File: src/rtl/modem_mode_pkg.sv
package modem_mode_pkg;

  // Task codes seen on task_code
  typedef enum logic [2:0] {
    TK_IDLE     = 3'd0,
    TK_SEQ_TX   = 3'd1,
    TK_BLK_RX   = 3'd2,
    TK_SHORT_RX = 3'd3,
    TK_SHORT_TX = 3'd4,
    TK_BLK_TX   = 3'd5,
    TK_SYNC_TX  = 3'd6,
    TK_PRE_TX   = 3'd7
  } task_e;

  // Active part of the mode byte, MSB first as written by the host
  typedef struct packed {
    logic irq_gate;
    logic invert;
    logic tx_dir;
    logic scr_req;
    logic psave;
  } mode_t;

  localparam int MODE_W = 8;
  localparam int TASK_W = 3;

  function automatic mode_t byte_to_mode(logic [MODE_W-1:0] b);
    return mode_t'(b[MODE_W-1 -: 5]);
  endfunction

  // Tasks during which the scrambler may leave reset
  function automatic logic scr_task_ok(logic [TASK_W-1:0] code);
    case (task_e'(code))
      TK_SEQ_TX, TK_BLK_RX, TK_SHORT_RX, TK_SHORT_TX, TK_BLK_TX: return 1'b1;
      default: return 1'b0;
    endcase
  endfunction

  function automatic logic is_rx_to_tx(mode_t cur, mode_t nxt);
    return !cur.tx_dir && nxt.tx_dir;
  endfunction

  function automatic logic is_psave_exit(mode_t cur, mode_t nxt);
    return cur.psave && !nxt.psave;
  endfunction

endpackage

File: src/rtl/mode_reg_core.sv
module mode_reg_core
  import modem_mode_pkg::*;
(
  input  logic              clk,
  input  logic              rst_n,
  input  logic              wr_en,
  input  logic [MODE_W-1:0] wr_data,
  output mode_t             mode_q,
  output logic              cancel_q,
  output logic              rx2tx_ev,
  output logic              ps_exit_ev
);

  mode_t nxt_mode;
  logic  spare_unused;

  assign nxt_mode     = byte_to_mode(wr_data);
  assign spare_unused = ^wr_data[2:0];

  // events decoded against the stored byte, used by the timers
  assign rx2tx_ev   = wr_en && is_rx_to_tx(mode_q, nxt_mode);
  assign ps_exit_ev = wr_en && is_psave_exit(mode_q, nxt_mode);

  always_ff @(posedge clk or negedge rst_n) begin
    if (!rst_n) begin
      mode_q   <= '0;
      cancel_q <= 1'b0;
    end else begin
      cancel_q <= wr_en && (nxt_mode.tx_dir != mode_q.tx_dir);
      if (wr_en) mode_q <= nxt_mode;
    end
  end

endmodule

File: src/rtl/bit_period_timer.sv
module bit_period_timer #(
  parameter int PERIODS = 2
) (
  input  logic clk,
  input  logic rst_n,
  input  logic start,
  input  logic tick,
  output logic busy
);

  localparam int CW = (PERIODS < 2) ? 1 : $clog2(PERIODS + 1);
  localparam logic [CW-1:0] LOAD = CW'(PERIODS);

  logic [CW-1:0] cnt;

  always_ff @(posedge clk or negedge rst_n) begin
    if (!rst_n)              cnt <= '0;
    else if (start)          cnt <= LOAD;
    else if (tick && cnt != '0) cnt <= cnt - 1'b1;
  end

  assign busy = (cnt != '0);

endmodule

File: src/rtl/scram_gate.sv
module scram_gate
  import modem_mode_pkg::*;
(
  input  logic              scr_req,
  input  logic [TASK_W-1:0] task_code,
  output logic              run,
  output logic              hold
);

  logic task_ok;

  assign task_ok = scr_task_ok(task_code);
  assign hold    = !task_ok;
  assign run     = scr_req && task_ok;

endmodule

File: src/rtl/modem_mode_ctrl.sv
module modem_mode_ctrl
  import modem_mode_pkg::*;
#(
  parameter int SETTLE_BITS = 2
) (
  input  logic       clk,
  input  logic       rst_n,
  input  logic       wr_en,
  input  logic [7:0] wr_data,
  input  logic       bit_stb,
  input  logic [2:0] task_code,
  input  logic       irq_status,
  output logic       irq_n,
  output logic       inv_tx,
  output logic       inv_rx,
  output logic       tx_mode,
  output logic       scr_run,
  output logic       scr_hold,
  output logic       filt_en,
  output logic       clkx_en,
  output logic       txbuf_en,
  output logic       task_cancel,
  output logic       tx_ready,
  output logic       filt_settled
);

  mode_t mode_q;
  logic  rx2tx_ev, ps_exit_ev;
  logic  pause_busy, settle_busy;
  logic  powered;

  mode_reg_core u_core (
    .clk        (clk),
    .rst_n      (rst_n),
    .wr_en      (wr_en),
    .wr_data    (wr_data),
    .mode_q     (mode_q),
    .cancel_q   (task_cancel),
    .rx2tx_ev   (rx2tx_ev),
    .ps_exit_ev (ps_exit_ev)
  );

  bit_period_timer #(.PERIODS(SETTLE_BITS)) u_pause (
    .clk   (clk),
    .rst_n (rst_n),
    .start (rx2tx_ev),
    .tick  (bit_stb),
    .busy  (pause_busy)
  );

  bit_period_timer #(.PERIODS(SETTLE_BITS)) u_settle (
    .clk   (clk),
    .rst_n (rst_n),
    .start (ps_exit_ev),
    .tick  (bit_stb),
    .busy  (settle_busy)
  );

  scram_gate u_scr (
    .scr_req   (mode_q.scr_req),
    .task_code (task_code),
    .run       (scr_run),
    .hold      (scr_hold)
  );

  assign powered      = !mode_q.psave;
  assign irq_n        = !(mode_q.irq_gate && irq_status);
  assign inv_tx       = mode_q.invert;
  assign inv_rx       = mode_q.invert;
  assign tx_mode      = mode_q.tx_dir;
  assign filt_en      = powered;
  assign clkx_en      = powered;
  assign txbuf_en     = powered;
  assign tx_ready     = !pause_busy;
  assign filt_settled = powered && !settle_busy;

endmodule

File: config.mk
export PLATFORM = sky130hd
export DESIGN_NAME = modem_mode_ctrl
export DESIGN_NICKNAME = d
export VERILOG_FILES = /design/src/rtl/modem_mode_pkg.sv /design/src/rtl/mode_reg_core.sv /design/src/rtl/bit_period_timer.sv /design/src/rtl/scram_gate.sv /design/src/rtl/modem_mode_ctrl.sv
export SDC_FILE = /design/constraint.sdc
export NUM_CORES = 1
export LEC_CHECK = 0
export ABC_CLOCK_PERIOD_IN_PS = 1520
export CAP_MARGIN = 30
export CORE_MARGIN = 1.5
export CORE_UTILIZATION = 36
export DETAILED_ROUTE_END_ITERATION = 6
export GPL_TIMING_DRIVEN = 1
export PLACE_DENSITY = 0.76
export REMOVE_ABC_BUFFERS = 1
export SYNTH_ARGS = -nofsm -noshare
export SYNTH_HDL_FRONTEND = slang
export SYNTH_SLANG_ARGS = --single-unit
File: constraint.sdc
create_clock -name clk -period 1.52 [get_ports clk]
set_clock_uncertainty 0.15 [all_clocks]
set_input_delay 0.304 -clock clk [delete_from_list [all_inputs] [get_ports clk]]
set_output_delay 0.304 -clock clk [all_outputs]
set_load 0.05 [all_outputs]
# --- Word level (Yosys, flattened, before mapping) ---
# Cells that the tools add are included.
classes:
  n_eq_ne: 6
  div_mod_pow: 0
  reduce_logical: 22
  n_addsub: 2
  multipliers: 0
  n_lt_le_gt_ge: 0
  shifts: 0
  muxes: 5
  n_bitwise: 0
ops:
  columns: ["op", "count"]
  rows:
  - ["$logic_and 1x1->1", 10]
  - ["$mux 2", 4]
  - ["$reduce_bool 2->1", 4]
  - ["$logic_not 1->1", 7]
  - ["$eq 3x2->1 const B", 2]
  - ["$eq 3x3->1 const B", 2]
  - ["$reduce_or 5->1", 1]
  - ["$sub 2x1->2 const B", 2]
  - ["$eq 3x1->1 const B", 1]
  - ["$mux 1", 1]
  - ["$ne 1x1->1", 1]
totals:
  latch_bits: 0
  mem_bits_rw: 0
  mem_bits_ro: 0
  memories: 0
  reg_bits: 10
  out_inout_bits: 12
  inputBits: 16
  elab_cells: 43

# --- Depth between registers and ports, before layout ---
depth:
  depth_word: 4
  mapped_depth: 5
  depth_no_buf: 5

# --- Modules after synthesis ---
# A second synthesis with hierarchy kept.
unflattened:
  hier_cells: 54
  area_unflattened_um2: 589.3
by_module_without_submodules:
  columns: ["mod", "area_each_um2", "cells_per_inst", "instances"]
  rows:
  - ["mode_reg_core", 274.0, 17, 1]
  - ["bit_period_timer", 128.9, 13, 2]
  - ["modem_mode_ctrl", 37.5, 7, 1]
  - ["scram_gate", 20.0, 4, 1]

# --- Least setup slack after synthesis ---
# Ideal clock, no wire load.
synth_path:
  path_type: "input port to output port"
  startpoint: "in task_code[1]"
  endpoint: "out scr_run"
  setup_slack_ns: -0.313
  stages: 3
  arrival_time_ns: 1.379
  n_path_buf: 0
  cell_sequence: "nor3_1 -> a21o_1 -> nor2_1"
synth_via:
  elab_chain_len: 4
synth_lines:
  columns: ["item", "line_no", "source"]
  rows:
  - ["start: declaration", "modem_mode_ctrl.sv:11", "input logic [2:0] task_code,"]
  - ["$eq 3x1->1, or another cell as far along", "modem_mode_pkg.sv:33", "case (task_e'(code))"]
  - ["$reduce_or 5->1 *", "modem_mode_pkg.sv:33", null]
  - ["$mux 1 *", "modem_mode_pkg.sv:33", null]
  - ["$logic_and 1x1->1 *", "scram_gate.sv:14", "assign run = scr_req && task_ok;"]
  - ["end: declaration", "modem_mode_ctrl.sv:17", "output logic scr_run,"]
# Mark *: on every way between the ends. The rest lies on a longest branch, timed or not.

# --- Worst setup path in the final report ---
layout_path:
  startpoint: "reg u_settle.cnt[1]"
  endpoint: "out filt_settled"
layout_via:
  elab_chain_len: 3
layout_lines:
  columns: ["item", "line_no", "source"]
  rows:
  - ["start: declaration", "bit_period_timer.sv:14", "logic [CW-1:0] cnt;"]
  - ["start signal: assignment", "bit_period_timer.sv:19", "else if (tick && cnt != '0) cnt <= cnt - 1'b1;"]
  - ["$reduce_bool 2->1", "bit_period_timer.sv:22", "assign busy = (cnt != '0);"]
  - ["$logic_not 1->1", "modem_mode_ctrl.sv:75", "assign filt_settled = powered && !settle_busy;"]
  - ["$logic_and 1x1->1", "modem_mode_ctrl.sv:75", null]
  - ["end: declaration", "modem_mode_ctrl.sv:24", "output logic filt_settled"]
# No other way between the ends.

==> flow_summary.ini <==
[flow_run]
cap_viol_max_count = 0

[placed_design]
place.detailed.instances = 88
io_buffers = 24
place.gp.congestion = 0.618
place_ws_ps = -304
dp_hpwl_um = 911

[timing]
final-max-slew-violation-count = 0
final_hold_viol_count = 0
post-route-period-util = 1.07
postLayoutSetupSlackWorst_ps = -108
sum_neg_setup_slack_ps = -325
whs_ps = 207
fmaxAchievable_mhz = 614
tightestPinTransition_ps = 452
maxSlewHeadroom = 0.698
final_period_minus_worst_setup_slack_ps = 1630
grt_setup_unrepaired = yes
final-setup-viol-count = 4

[pwr]
power.leakage_nw = 0.437
worst_ir_drop_vdd_mv = 1.01
power_per_cell_area_nw_per_um2 = 1430
p_total_mw = 1.34

[clocking]
clk_latency_ps = 260
clock-root-buffer = clkbuf_4
numCtsBuffers = 3
cts_tree = yes
cts_max_level = 1
ctsLongestPathBuffers = 2
clk_pin_slew_worst_paths_ps = 70
tritoncts_num_sinks = 10

[synth]
netlist.top_cell.by_area = dfrtp_1
ys_dominant_reg_cell = dfrtp_1
postSynthRegisterBits = 10
synth_top_cell_area_share = 0.498
synth_area_leaders = dfrtp_1 50%, ha_1 7.5%, inv_1 5.2%
yosysWarningCount = 0
syn_area_um2 = 503
synth_commonest_cells = 10 x dfrtp_1, 7 x inv_1, 5 x nand2_1
synthArstFlopShare = 1.00
synth-edff-count = 0
synth.lib_cells_used.distinct = 19
syn_inst = 49
synth_area_per_cell_um2 = 10.3
yosys.cell_count.top_type = dfrtp_1
seq_area_frac_synth = 0.498

[floorplan]
core_area_um2 = 1300
die_w_um = 40.4
core.rowCount = 13
die-area_um2 = 1630
design.portCount = 28
fp.dieH_um = 40.4
initial_utilization = 0.387

[setup_path]
startpoint = u_settle.cnt[1]
critical_path.n_buffers_inverters = 2
reg2reg_from = u_pause.cnt[1]
critical_path.cell_chain = inv_1, ha_2, nor2b_4, buf_12
crit_required_ps = 1070
worst_path_largest_cell_delay_ps = 390
crit_type = reg2out
startpoint_type = flop
max_fo_critical_path = 2
worst_path_dominant_cell_family = flip-flops
endpoint_kind = output pin
critical-path-slowest-cell = dfrtp_1
timing.critical_path.arrival_ps = 1170

[drt]
violation_count_after_the_first_detailed_route_iteration = 5
wl_mm = 1.20
routed_wire_length_per_instance_um = 13.0
remaining_design_rule_violation_count = 0
drt_pass1_iterations = 3
antenna_left = 0
via_count = 439
route.layer.met1.wl_um = 493
dr_wl_met3_um = 99
top_signal_layer_used = met3
wl_met2_um = 604
viasPerCell = 4.77

[run_status]
status = finished, violations left
failed_checks = negative setup slack

[finish]
layout_overhead_on_the_synthesized_area_pct = 86.3
antenna_cells = 0
post_layout_nonfiller_instances = 92
n_fill_cell = 99
layout-drive-gt1-share = 0.390
final_net_count = 98

[global_route]
grt_pass1_vias = 463
antenna_found_initial = 0
grt_first_pass_wirelength_mm = 1.83
grt_max_degree = 11
grt_overflow_total = 0
groute.usage.overall = 0.179

[hold_path]
hold_path_class = in2async
==> cell type report <==
cell class	count	area, um2	share of cell area
timing repair buffer	29	392	0.418
clock buffer	3	22.5	0.0240
sequential	10	250	0.267
multi-input combinational	28	228	0.243
inverter	7	26.3	0.0280
tap	15	18.8	0.0200
==> stage by stage <==
stage          instance area [um2]  utilization
2_1_floorplan                  469            -
3_3_place_gp                   878        0.675
3_5_place_dp                   878        0.675
4_1_cts                        931        0.715
5_1_grt                        937        0.720
6_report                       937        0.720
==> worst register-to-register path: cells and delay by family, from the launching register on <==
family	cells	cell delay [ps]
buffers and inverters	1	90
and+or+nand+nor	2	230
DFF	1	380
adders and majority gates	1	150
AOI/OAI and AO/OA	1	260
==> repair_timing <==
| action | in CTS | in global routing |
|---|---|---|
| hold buffers | 0 | 0 |
| setup buffers | 2 | 0 |
| gates resized for setup | 14 | 5 |
| endpoints found under the setup margin | 7 | 7 |
| endpoints found under the hold margin | 0 | 0 |
| pin swaps | 3 | 2 |
==> worst paths after layout <==
kind,endpoint,slack (ps),cells after the start
max in group asynchronous,u_core.mode_q[1],700,1
min reg2reg,u_core.mode_q[4],370,1
min in group clk,u_core.mode_q[4],370,1
max,filt_settled,-110,4
max reg2reg,u_pause.cnt[1],140,5
min,u_core.mode_q[2],210,1
==> metal layers <==
metal,up-vias,track usage
li1,213,-
met1,207,0.201
met2,19,0.294
met3,0,0.100
met4,0,0.0417
met5,-,0
==> registers in the layout (all words and copies together) (netlist names) <==
name,flops
u_core.cancel_q,1
u_pause.cnt,2
u_core.mode_q,5
u_settle.cnt,2
==> power breakdown <==
| part | total [mW] | switching, mW | internal (mW) | leakage (nW) |
|---|---|---|---|---|
| Sequential | 0.381 | 0.0439 | 0.337 | 0.120 |
| Clock | 0.180 | 0.0884 | 0.0913 | 0.0138 |
| Combinational | 0.783 | 0.374 | 0.409 | 0.304 |
| Total | 1.34 | 0.507 | 0.837 | 0.437 |
==> placed cells by master (no fill, tap or decap) <==
cell,instances
xnor2_1,2
ha_4,1
mux2_2,2
a21o_1,1
nor2_4,1
and2_1,1
nor2b_1,1
clkbuf_4,3
a221o_1,1
clkdlybuf4s15_1,1
clkdlybuf4s50_1,9
nand2_1,5
nor2_1,1
buf_2,1
nand3b_1,1
ha_2,1
o21ai_0,3
nor2b_4,1
dfrtp_1,10
clkbuf_2,1
ha_1,1
buf_6,1
inv_2,1
o211ai_1,1
nor3_2,1
buf_4,4
nand2b_1,2
inv_1,6
buf_12,12
a21oi_1,1
==> logic make-up (layout without fill, tap and decap cells) <==
family          Yosys count  count (layout)  share of synthesized area
compound gates            7               7                     0.0895
xor+xnor                  2               2                     0.0348
fa+ha+maj                 3               3                     0.0746
buf+inv                  11              39                      0.119
flops                    10              10                      0.498
mux                       2               2                     0.0448
simple gates             14              14                      0.139
Power figures use the tool's default switching activity.
